`config.mk`:
```
export PLATFORM = sky130hd
export DESIGN_NAME = sm_xfer_buffer
export DESIGN_NICKNAME = d
export VERILOG_FILES = /design/src/rtl/xbuf_pkg.sv /design/src/rtl/xbuf_mode_fsm.sv /design/src/rtl/xbuf_ptr_ctl.sv /design/src/rtl/xbuf_store.sv /design/src/rtl/sm_xfer_buffer.sv
export SDC_FILE = /design/constraint.sdc
export NUM_CORES = 1
export LEC_CHECK = 0
export BUFFER_PORTS_ARGS = -buffer_cell sky130_fd_sc_hd__buf_2
export CAP_MARGIN = 20
export CORE_ASPECT_RATIO = 1.5
export CORE_MARGIN = 2
export CORE_UTILIZATION = 50
export DETAILED_ROUTE_END_ITERATION = 12
export PLACE_DENSITY_LB_ADDON = 0.05
export SYNTH_ARGS = -nofsm -noshare
export SYNTH_HDL_FRONTEND = slang
export SYNTH_SLANG_ARGS = --single-unit
```
`constraint.sdc`:
```
create_clock -name clk -period 8.3 [get_ports clk]
set_input_delay 0.415 -clock clk [delete_from_list [all_inputs] [get_ports clk]]
set_output_delay 0.415 -clock clk [all_outputs]
set_load 0.02 [all_outputs]
```
`src/rtl/xbuf_pkg.sv`:
```
package xbuf_pkg;

    typedef enum logic [2:0] {
        ST_SPLIT,
        ST_JOIN_TX,
        ST_JOIN_RX,
        ST_REG_GET,
        ST_REG_PUT,
        ST_REG_BOTH
    } xbuf_state_e;

    localparam logic [3:0] MODE_SPLIT   = 4'd0;
    localparam logic [3:0] MODE_JOIN_TX = 4'd1;
    localparam logic [3:0] MODE_JOIN_RX = 4'd2;
    localparam logic [3:0] MODE_GET     = 4'd4;
    localparam logic [3:0] MODE_PUT     = 4'd8;
    localparam logic [3:0] MODE_BOTH    = 4'd12;

    function automatic xbuf_state_e decode_mode(input logic [3:0] code);
        xbuf_state_e s;
        unique case (code)
            MODE_JOIN_TX: s = ST_JOIN_TX;
            MODE_JOIN_RX: s = ST_JOIN_RX;
            MODE_GET:     s = ST_REG_GET;
            MODE_PUT:     s = ST_REG_PUT;
            MODE_BOTH:    s = ST_REG_BOTH;
            default:      s = ST_SPLIT;
        endcase
        return s;
    endfunction

endpackage

```
`src/rtl/xbuf_mode_fsm.sv`:
```
module xbuf_mode_fsm
    import xbuf_pkg::*;
#(
    parameter int FIFO_DEPTH = 4,
    parameter int LW         = 4
) (
    input  logic          clk,
    input  logic          rst_n,
    input  logic [3:0]    mode_i,
    output xbuf_state_e   state_o,
    output logic          flush_o,
    output logic [LW-1:0] tx_cap_o,
    output logic [LW-1:0] rx_cap_o,
    output logic          reg_mode_o,
    output logic          host_wr_en_o,
    output logic          sm_wr_en_o
);

    localparam logic [LW-1:0] CAP_HALF = LW'(FIFO_DEPTH);
    localparam logic [LW-1:0] CAP_FULL = LW'(2 * FIFO_DEPTH);

    xbuf_state_e state_q, state_d;

    always_comb begin
        state_d = decode_mode(mode_i);
        flush_o = (state_d != state_q);
    end

    always_ff @(posedge clk or negedge rst_n) begin
        if (!rst_n) state_q <= ST_SPLIT;
        else        state_q <= state_d;
    end

    always_comb begin
        tx_cap_o     = CAP_HALF;
        rx_cap_o     = CAP_HALF;
        reg_mode_o   = 1'b0;
        host_wr_en_o = 1'b0;
        sm_wr_en_o   = 1'b0;
        unique case (state_q)
            ST_SPLIT: begin
            end
            ST_JOIN_TX: begin
                tx_cap_o = CAP_FULL;
                rx_cap_o = '0;
            end
            ST_JOIN_RX: begin
                tx_cap_o = '0;
                rx_cap_o = CAP_FULL;
            end
            ST_REG_GET: begin
                rx_cap_o     = '0;
                reg_mode_o   = 1'b1;
                host_wr_en_o = 1'b1;
            end
            ST_REG_PUT: begin
                rx_cap_o   = '0;
                reg_mode_o = 1'b1;
                sm_wr_en_o = 1'b1;
            end
            ST_REG_BOTH: begin
                rx_cap_o     = '0;
                reg_mode_o   = 1'b1;
                host_wr_en_o = 1'b1;
                sm_wr_en_o   = 1'b1;
            end
            default: begin
            end
        endcase
    end

    assign state_o = state_q;

    p_state_moves_only_on_flush_r10: assert property (@(posedge clk) disable iff (!rst_n)
        !$stable(state_q) |-> $past(flush_o));

endmodule

```
`src/rtl/xbuf_ptr_ctl.sv`:
```
module xbuf_ptr_ctl #(
    parameter int AW = 3,
    parameter int LW = 4
) (
    input  logic          clk,
    input  logic          rst_n,
    input  logic          flush_i,
    input  logic [LW-1:0] cap_i,
    input  logic          push_i,
    input  logic          pop_i,
    output logic [AW-1:0] wr_slot_o,
    output logic [AW-1:0] rd_slot_o,
    output logic [LW-1:0] level_o,
    output logic          empty_o,
    output logic          full_o,
    output logic          push_ok_o,
    output logic          pop_ok_o
);

    logic [AW-1:0] wr_q, rd_q, wr_nxt, rd_nxt;
    logic [LW-1:0] lvl_q;
    logic [LW-1:0] wr_inc, rd_inc;

    always_comb begin
        empty_o   = (lvl_q == '0);
        full_o    = (lvl_q == cap_i);
        push_ok_o = push_i && !full_o && !flush_i;
        pop_ok_o  = pop_i && !empty_o && !flush_i;
        wr_inc    = LW'(wr_q) + 1'b1;
        rd_inc    = LW'(rd_q) + 1'b1;
        wr_nxt    = (wr_inc == cap_i) ? '0 : wr_inc[AW-1:0];
        rd_nxt    = (rd_inc == cap_i) ? '0 : rd_inc[AW-1:0];
    end

    always_ff @(posedge clk or negedge rst_n) begin
        if (!rst_n) begin
            wr_q  <= '0;
            rd_q  <= '0;
            lvl_q <= '0;
        end else if (flush_i) begin
            wr_q  <= '0;
            rd_q  <= '0;
            lvl_q <= '0;
        end else begin
            if (push_ok_o) wr_q <= wr_nxt;
            if (pop_ok_o)  rd_q <= rd_nxt;
            if (push_ok_o && !pop_ok_o)      lvl_q <= lvl_q + 1'b1;
            else if (pop_ok_o && !push_ok_o) lvl_q <= lvl_q - 1'b1;
        end
    end

    assign wr_slot_o = wr_q;
    assign rd_slot_o = rd_q;
    assign level_o   = lvl_q;

    p_level_within_cap_r2: assert property (@(posedge clk) disable iff (!rst_n)
        lvl_q <= cap_i);

    p_flush_empties_r10: assert property (@(posedge clk) disable iff (!rst_n)
        flush_i |=> (lvl_q == '0));

    p_pop_empty_ignored_r11: assert property (@(posedge clk) disable iff (!rst_n)
        (pop_i && empty_o && !flush_i) |=> $stable(rd_q));

endmodule

```
`src/rtl/xbuf_store.sv`:
```
module xbuf_store #(
    parameter int DW    = 32,
    parameter int DEPTH = 8,
    parameter int AW    = 3
) (
    input  logic          clk,
    input  logic          rst_n,
    input  logic          tx_we_i,
    input  logic [AW-1:0] tx_wa_i,
    input  logic [DW-1:0] tx_wd_i,
    input  logic          rx_we_i,
    input  logic [AW-1:0] rx_wa_i,
    input  logic [DW-1:0] rx_wd_i,
    input  logic          hr_we_i,
    input  logic [AW-1:0] hr_wa_i,
    input  logic [DW-1:0] hr_wd_i,
    input  logic          sr_we_i,
    input  logic [AW-1:0] sr_wa_i,
    input  logic [DW-1:0] sr_wd_i,
    input  logic [AW-1:0] ra_tx_i,
    input  logic [AW-1:0] ra_rx_i,
    input  logic [AW-1:0] ra_hr_i,
    input  logic [AW-1:0] ra_sr_i,
    output logic [DW-1:0] q_tx_o,
    output logic [DW-1:0] q_rx_o,
    output logic [DW-1:0] q_hr_o,
    output logic [DW-1:0] q_sr_o
);

    logic [DW-1:0] words [DEPTH];

    for (genvar e = 0; e < DEPTH; e++) begin : g_word
        logic [DW-1:0] word_q;
        always_ff @(posedge clk or negedge rst_n) begin
            if (!rst_n)                                    word_q <= '0;
            else if (sr_we_i && sr_wa_i == AW'(e))         word_q <= sr_wd_i;
            else if (hr_we_i && hr_wa_i == AW'(e))         word_q <= hr_wd_i;
            else if (rx_we_i && rx_wa_i == AW'(e))         word_q <= rx_wd_i;
            else if (tx_we_i && tx_wa_i == AW'(e))         word_q <= tx_wd_i;
        end
        assign words[e] = word_q;
    end

    assign q_tx_o = words[ra_tx_i];
    assign q_rx_o = words[ra_rx_i];
    assign q_hr_o = words[ra_hr_i];
    assign q_sr_o = words[ra_sr_i];

endmodule

```
`src/rtl/sm_xfer_buffer.sv`:
```
module sm_xfer_buffer
    import xbuf_pkg::*;
#(
    parameter int DATA_W     = 32,
    parameter int FIFO_DEPTH = 4
) (
    input  logic                          clk,
    input  logic                          rst_n,
    input  logic [3:0]                    mode,
    input  logic                          h_tx_push,
    input  logic [DATA_W-1:0]             h_tx_data,
    output logic                          h_tx_full,
    input  logic                          sm_tx_pull,
    output logic [DATA_W-1:0]             sm_tx_data,
    output logic                          sm_tx_empty,
    input  logic                          sm_rx_push,
    input  logic [DATA_W-1:0]             sm_rx_data,
    output logic                          sm_rx_full,
    input  logic                          h_rx_pop,
    output logic [DATA_W-1:0]             h_rx_data,
    output logic                          h_rx_empty,
    input  logic                          h_reg_wr,
    input  logic [$clog2(FIFO_DEPTH)-1:0] h_reg_idx,
    input  logic [DATA_W-1:0]             h_reg_wdata,
    output logic [DATA_W-1:0]             h_reg_rdata,
    input  logic                          sm_reg_wr,
    input  logic [$clog2(FIFO_DEPTH)-1:0] sm_reg_idx,
    input  logic [DATA_W-1:0]             sm_reg_wdata,
    output logic [DATA_W-1:0]             sm_reg_rdata
);

    localparam int TOTAL = 2 * FIFO_DEPTH;
    localparam int AW    = $clog2(TOTAL);
    localparam int LW    = $clog2(TOTAL + 1);
    localparam logic [AW-1:0] RX_BASE = AW'(FIFO_DEPTH);

    xbuf_state_e   state;
    logic          flush, reg_mode, host_wr_en, sm_wr_en;
    logic [LW-1:0] tx_cap, rx_cap, tx_level, rx_level;
    logic [AW-1:0] tx_wr_slot, tx_rd_slot, rx_wr_slot, rx_rd_slot;
    logic          tx_empty_i, tx_full_i, rx_empty_i, rx_full_i;
    logic          tx_push_ok, tx_pop_ok, rx_push_ok, rx_pop_ok;
    logic          host_we, sm_we;
    logic [DATA_W-1:0] hr_q, sr_q;

    xbuf_mode_fsm #(.FIFO_DEPTH(FIFO_DEPTH), .LW(LW)) u_fsm (
        .clk          (clk),
        .rst_n        (rst_n),
        .mode_i       (mode),
        .state_o      (state),
        .flush_o      (flush),
        .tx_cap_o     (tx_cap),
        .rx_cap_o     (rx_cap),
        .reg_mode_o   (reg_mode),
        .host_wr_en_o (host_wr_en),
        .sm_wr_en_o   (sm_wr_en)
    );

    xbuf_ptr_ctl #(.AW(AW), .LW(LW)) u_tx_ptr (
        .clk       (clk),
        .rst_n     (rst_n),
        .flush_i   (flush),
        .cap_i     (tx_cap),
        .push_i    (h_tx_push),
        .pop_i     (sm_tx_pull),
        .wr_slot_o (tx_wr_slot),
        .rd_slot_o (tx_rd_slot),
        .level_o   (tx_level),
        .empty_o   (tx_empty_i),
        .full_o    (tx_full_i),
        .push_ok_o (tx_push_ok),
        .pop_ok_o  (tx_pop_ok)
    );

    xbuf_ptr_ctl #(.AW(AW), .LW(LW)) u_rx_ptr (
        .clk       (clk),
        .rst_n     (rst_n),
        .flush_i   (flush),
        .cap_i     (rx_cap),
        .push_i    (sm_rx_push),
        .pop_i     (h_rx_pop),
        .wr_slot_o (rx_wr_slot),
        .rd_slot_o (rx_rd_slot),
        .level_o   (rx_level),
        .empty_o   (rx_empty_i),
        .full_o    (rx_full_i),
        .push_ok_o (rx_push_ok),
        .pop_ok_o  (rx_pop_ok)
    );

    assign host_we = h_reg_wr && host_wr_en && !flush;
    assign sm_we   = sm_reg_wr && sm_wr_en && !flush;

    xbuf_store #(.DW(DATA_W), .DEPTH(TOTAL), .AW(AW)) u_store (
        .clk     (clk),
        .rst_n   (rst_n),
        .tx_we_i (tx_push_ok),
        .tx_wa_i (tx_wr_slot),
        .tx_wd_i (h_tx_data),
        .rx_we_i (rx_push_ok),
        .rx_wa_i (rx_wr_slot + RX_BASE),
        .rx_wd_i (sm_rx_data),
        .hr_we_i (host_we),
        .hr_wa_i (RX_BASE + AW'(h_reg_idx)),
        .hr_wd_i (h_reg_wdata),
        .sr_we_i (sm_we),
        .sr_wa_i (RX_BASE + AW'(sm_reg_idx)),
        .sr_wd_i (sm_reg_wdata),
        .ra_tx_i (tx_rd_slot),
        .ra_rx_i (rx_rd_slot + RX_BASE),
        .ra_hr_i (RX_BASE + AW'(h_reg_idx)),
        .ra_sr_i (RX_BASE + AW'(sm_reg_idx)),
        .q_tx_o  (sm_tx_data),
        .q_rx_o  (h_rx_data),
        .q_hr_o  (hr_q),
        .q_sr_o  (sr_q)
    );

    always_comb begin
        h_tx_full    = tx_full_i;
        sm_tx_empty  = tx_empty_i;
        h_rx_empty   = rx_empty_i;
        sm_rx_full   = reg_mode ? 1'b0 : rx_full_i;
        h_reg_rdata  = reg_mode ? hr_q : '0;
        sm_reg_rdata = reg_mode ? sr_q : '0;
    end

    p_reg_mode_rx_idle_r9: assert property (@(posedge clk) disable iff (!rst_n)
        reg_mode |-> (rx_level == '0) && !rx_pop_ok);

    p_join_rx_tx_idle_r5: assert property (@(posedge clk) disable iff (!rst_n)
        (state == ST_JOIN_RX) |-> (tx_level == '0) && !tx_pop_ok);

    p_host_cfg_visible_r6: assert property (@(posedge clk) disable iff (!rst_n)
        ($past(host_we && !sm_we) && reg_mode && sm_reg_idx == $past(h_reg_idx))
            |-> sm_reg_rdata == $past(h_reg_wdata));

endmodule

```
==> key figures <==
Logic synthesis
  • Gate Count Post-Synth: 2,147
  • Yosys warning total: 0
  • Post-Syn Nets: 2,313
  • Post-synthesis simple-gate area fraction: 14.7%
  • Sequential-to-total area share from yosys stat: 32.3%
  • Syn Area/Cell: 10.1 um2
  • Synth Area in Adders: 1.34%
  • Synth cell types: 69
  • Synth Register Bits: 279
  • Largest family of logic cells by synthesized area: multiplexers
  • Ys async rst share: 100%
  • Post-Synth XOR/XNOR Area: 0.647%
  • Mapped Area: 21,600 um2
  • Number of enable flip-flop cells after synthesis: 0
  • Mux share of post-synthesis cell area: 27.8%
  • Synth Flop Type: dfrtp_1
  • Post-synthesis compound-gate area fraction: 16.4%

Clocking
  • Clock buffer count from CTS: 31
  • Post-CTS sizing: 0
  • Worst-case clock buffer depth: 3
  • Htree depth: 1
  • Root Driver: clkbuf_16
  • Reg clk slew, reported paths: 60 ps
  • Latest clock arrival within the worst-skew pair: 610 ps
  • Sink Count: 279
  • Post-CTS Setup Repair Bufs: 0
  • Hold-fix buffers at CTS: 1
  • CTS tree: done

Final layout
  • Reg area: 6990 um2
  • Number of fillers in the final layout: 3,866
  • Final net count: 2,403
  • Final instance area: 24,000 um2
  • Commonest cells after routing, fill and taps aside: buf_2 (274), dfrtp_1 (273), nand2_1 (236)
  • Area Growth Syn to Fin: 10.9%
  • Most common cell after layout, fill and taps aside: buf_2
  • Layout Cells excl Fill: 2,829
  • Number of antenna cells inserted: 0
  • Multi-input gate area: 13,300 um2
  • Share of cells above drive strength 1: 30.8%

Routing
  • DR pass1 iterations: 6
  • ANT nets after route: 0
  • # DRC: 0
  • Number of vias per cell: 6.96
  • Drt wl/cell: 29.6 um
  • Final wirelength: 83.9 mm
  • Detailed-route via count: 19,700
  • Iteration-0 DRC Markers: 2,216

Floorplan
  • Die X: 174 um
  • DIE AREA: 45,000 um2
  • I/O pins: 276
  • Core area: 42,800 um2
  • Initial core utilization: 50.6%
  • Row count: 93
  • Die H: 259 um

Placement
  • Post-Place Cells: 2,772
  • RePlAce Congestion: 0.898
  • Placed cell areas: 23,000 um2
  • Port Buf Inserts: 275
  • Dpl hpwl: 51.1 mm

Worst setup path
  • Slowest cell on crit path: nand3_2
  • Crit Path Class: register to register
  • CP Cell Sequence: xnor2_1 -> nand3_1 -> nor3b_1 -> nand3_2 -> nand2_2 -> buf_4 -> a211o_1 -> buf_4 -> o32ai_1
  • Reg2reg end: u_store.g_word[7].word_q[17]
  • Max stage delay on crit path: 850 ps
  • Worst R2R Start: u_fsm.state_o[0]
  • Worst reg2reg path depth: 9
  • Reg-to-reg slack, setup: 3820 ps
  • Crit path capture type: register
  • Crit path DAT: 4950 ps
  • Cell mode on critical path: buf_4
  • Startpoint class of the critical path: register
  • Crit Path Max Fanout: 33
  • Worst EP required: 8770 ps

Timing
  • Setup Skew: 12.0 ps
  • Fin crit share: 53.9%
  • Final worst path period need: 4480 ps
  • Max Freq: 223 MHz
  • RSZ-0062 raised after global routing: false
  • Worst rel slew slack: 25.7%
  • Final setup vio count: 0
  • Post-route setup TNS: 0 ps
  • Hold Vio Cnt, Final: 0
  • Actual slew at the worst max-slew pin: 1110 ps
  • Hold_ws: 57.8 ps
  • Max Slew Vio Count: 0

Pwr
  • Leak pwr: 9.92 nW
  • Peak VDD IR: 0.189 mV
  • Power density over the cells: 320 nW/um2

Worst hold path
  • Hold Crit Class: input pin to register
  • Hold path endpoint: u_fsm.state_o[0]
  • Min-delay src: mode[1]
  • Worst hold stages: 2

Global routing
  • GRT Total Usage: 37.1%
  • First-pass GRT wire length: 126 mm
  • GRT Residual Overflow: 0
  • Vias in the first global route: 20,100
  • Largest net degree at the start of global routing: 144
  • Antenna violations before repair: 1

Flow run
  • Total of max-cap violations: 0

Run status
  • Status: completed
state kept, by name (all words and copies together) (netlist names):
name                   flops
u_fsm.state_o              3
u_rx_ptr.level_o           4
u_rx_ptr.rd_slot_o         3
u_rx_ptr.wr_slot_o         3
u_store.g_word.word_q    256
u_tx_ptr.level_o           4
u_tx_ptr.rd_slot_o         3
u_tx_ptr.wr_slot_o         3
metrics by stage:
| stage | power (mW) | setup slack (ps) | utilization, % |
|---|---|---|---|
| detailed placement | 6.24 | 3860 | 53.6 |
| global placement | 6.13 | 3860 | 53.6 |
| global route | 8.11 | 3520 | 56.1 |
| finish | 7.69 | 3820 | 56.1 |
| floorplan | 5.18 | 5400 | - |
| CTS | 7.68 | 3920 | 56.0 |
Yosys cell counts (all sizes together), types with 5 or more instances:
cell type / instances / area share [%]
buf: 114 / 3.0
nand4: 5 / 0.14
nor2b: 74 / 2.1
nor2: 143 / 2.5
a21oi: 44 / 1.0
nor4: 5 / 0.21
o221ai: 82 / 3.3
dfrtp: 279 / 32
a2bb2oi: 28 / 1.1
and3: 12 / 0.35
o22ai: 11 / 0.32
o21ai: 116 / 2.7
a221oi: 46 / 2.7
ha: 20 / 1.2
inv: 62 / 1.1
mux2: 63 / 3.3
a31oi: 86 / 2.5
xnor2: 10 / 0.40
nand3b: 6 / 0.21
nor3b: 37 / 1.4
mux4: 192 / 20
o32ai: 37 / 1.5
clkbuf: 154 / 2.7
nand2: 242 / 4.2
nor3: 44 / 1.1
mux2i: 99 / 4.6
nand3: 71 / 1.6
or3: 9 / 0.26
xor2: 6 / 0.24
a21o: 5 / 0.17
layout make-up:
type | count | area share (%)
Inverter | 62 | 0.969
Clock inverter | 5 | 0.224
Timing Repair Buffer | 325 | 7.45
Tap cell | 570 | 2.97
Sequential cell | 279 | 29.1
Clock buffer | 50 | 3.99
Multi-Input combinational cell | 1538 | 55.3
power breakdown:
part / switching (mW) / leakage (nW) / internal, mW
registers: 0.741 / 3.37 / 1.98
clock network: 0.621 / 0.501 / 0.811
logic: 1.65 / 6.05 / 1.89
critical path, delay by kind of cell, from the launching register on:
| kind | cells | cell delay (ps) |
|---|---|---|
| flops | 1 | 620 |
| compound gates | 2 | 750 |
| xor+xnor | 1 | 180 |
| simple gates | 4 | 1780 |
| buf+inv | 2 | 980 |
metal layers:
metal | GRT usage, % | share of wire, %
met1 | 45.7 | 36
met2 | 62.5 | 49
met3 | 5.68 | 8.5
met4 | 21.1 | 5.9
met5 | 0 | 0.018
worst max path at each step:
stage / start / cells after the start / end
after floorplan: u_rx_ptr.rd_slot_o[0] / 5 / h_rx_data[2]
final: u_fsm.state_o[0] / 9 / u_store.g_word[7].word_q[17]
after detailed placement: mode[3] / 10 / u_store.g_word[7].word_q[24]
after global routing: u_fsm.state_o[0] / 9 / u_store.g_word[7].word_q[17]
after CTS: u_fsm.state_o[0] / 9 / u_store.g_word[7].word_q[27]
after global placement: mode[3] / 10 / u_store.g_word[7].word_q[26]
logic make-up (layout without fill, tap and decap cells):
family / after synthesis / after routing
fa+ha+maj: 22 / 22
buf+inv: 330 / 442
xor+xnor: 16 / 16
simple gates: 666 / 666
compound gates: 480 / 480
mux: 354 / 354
flops: 279 / 279
(Power assumes the default switching activity.)
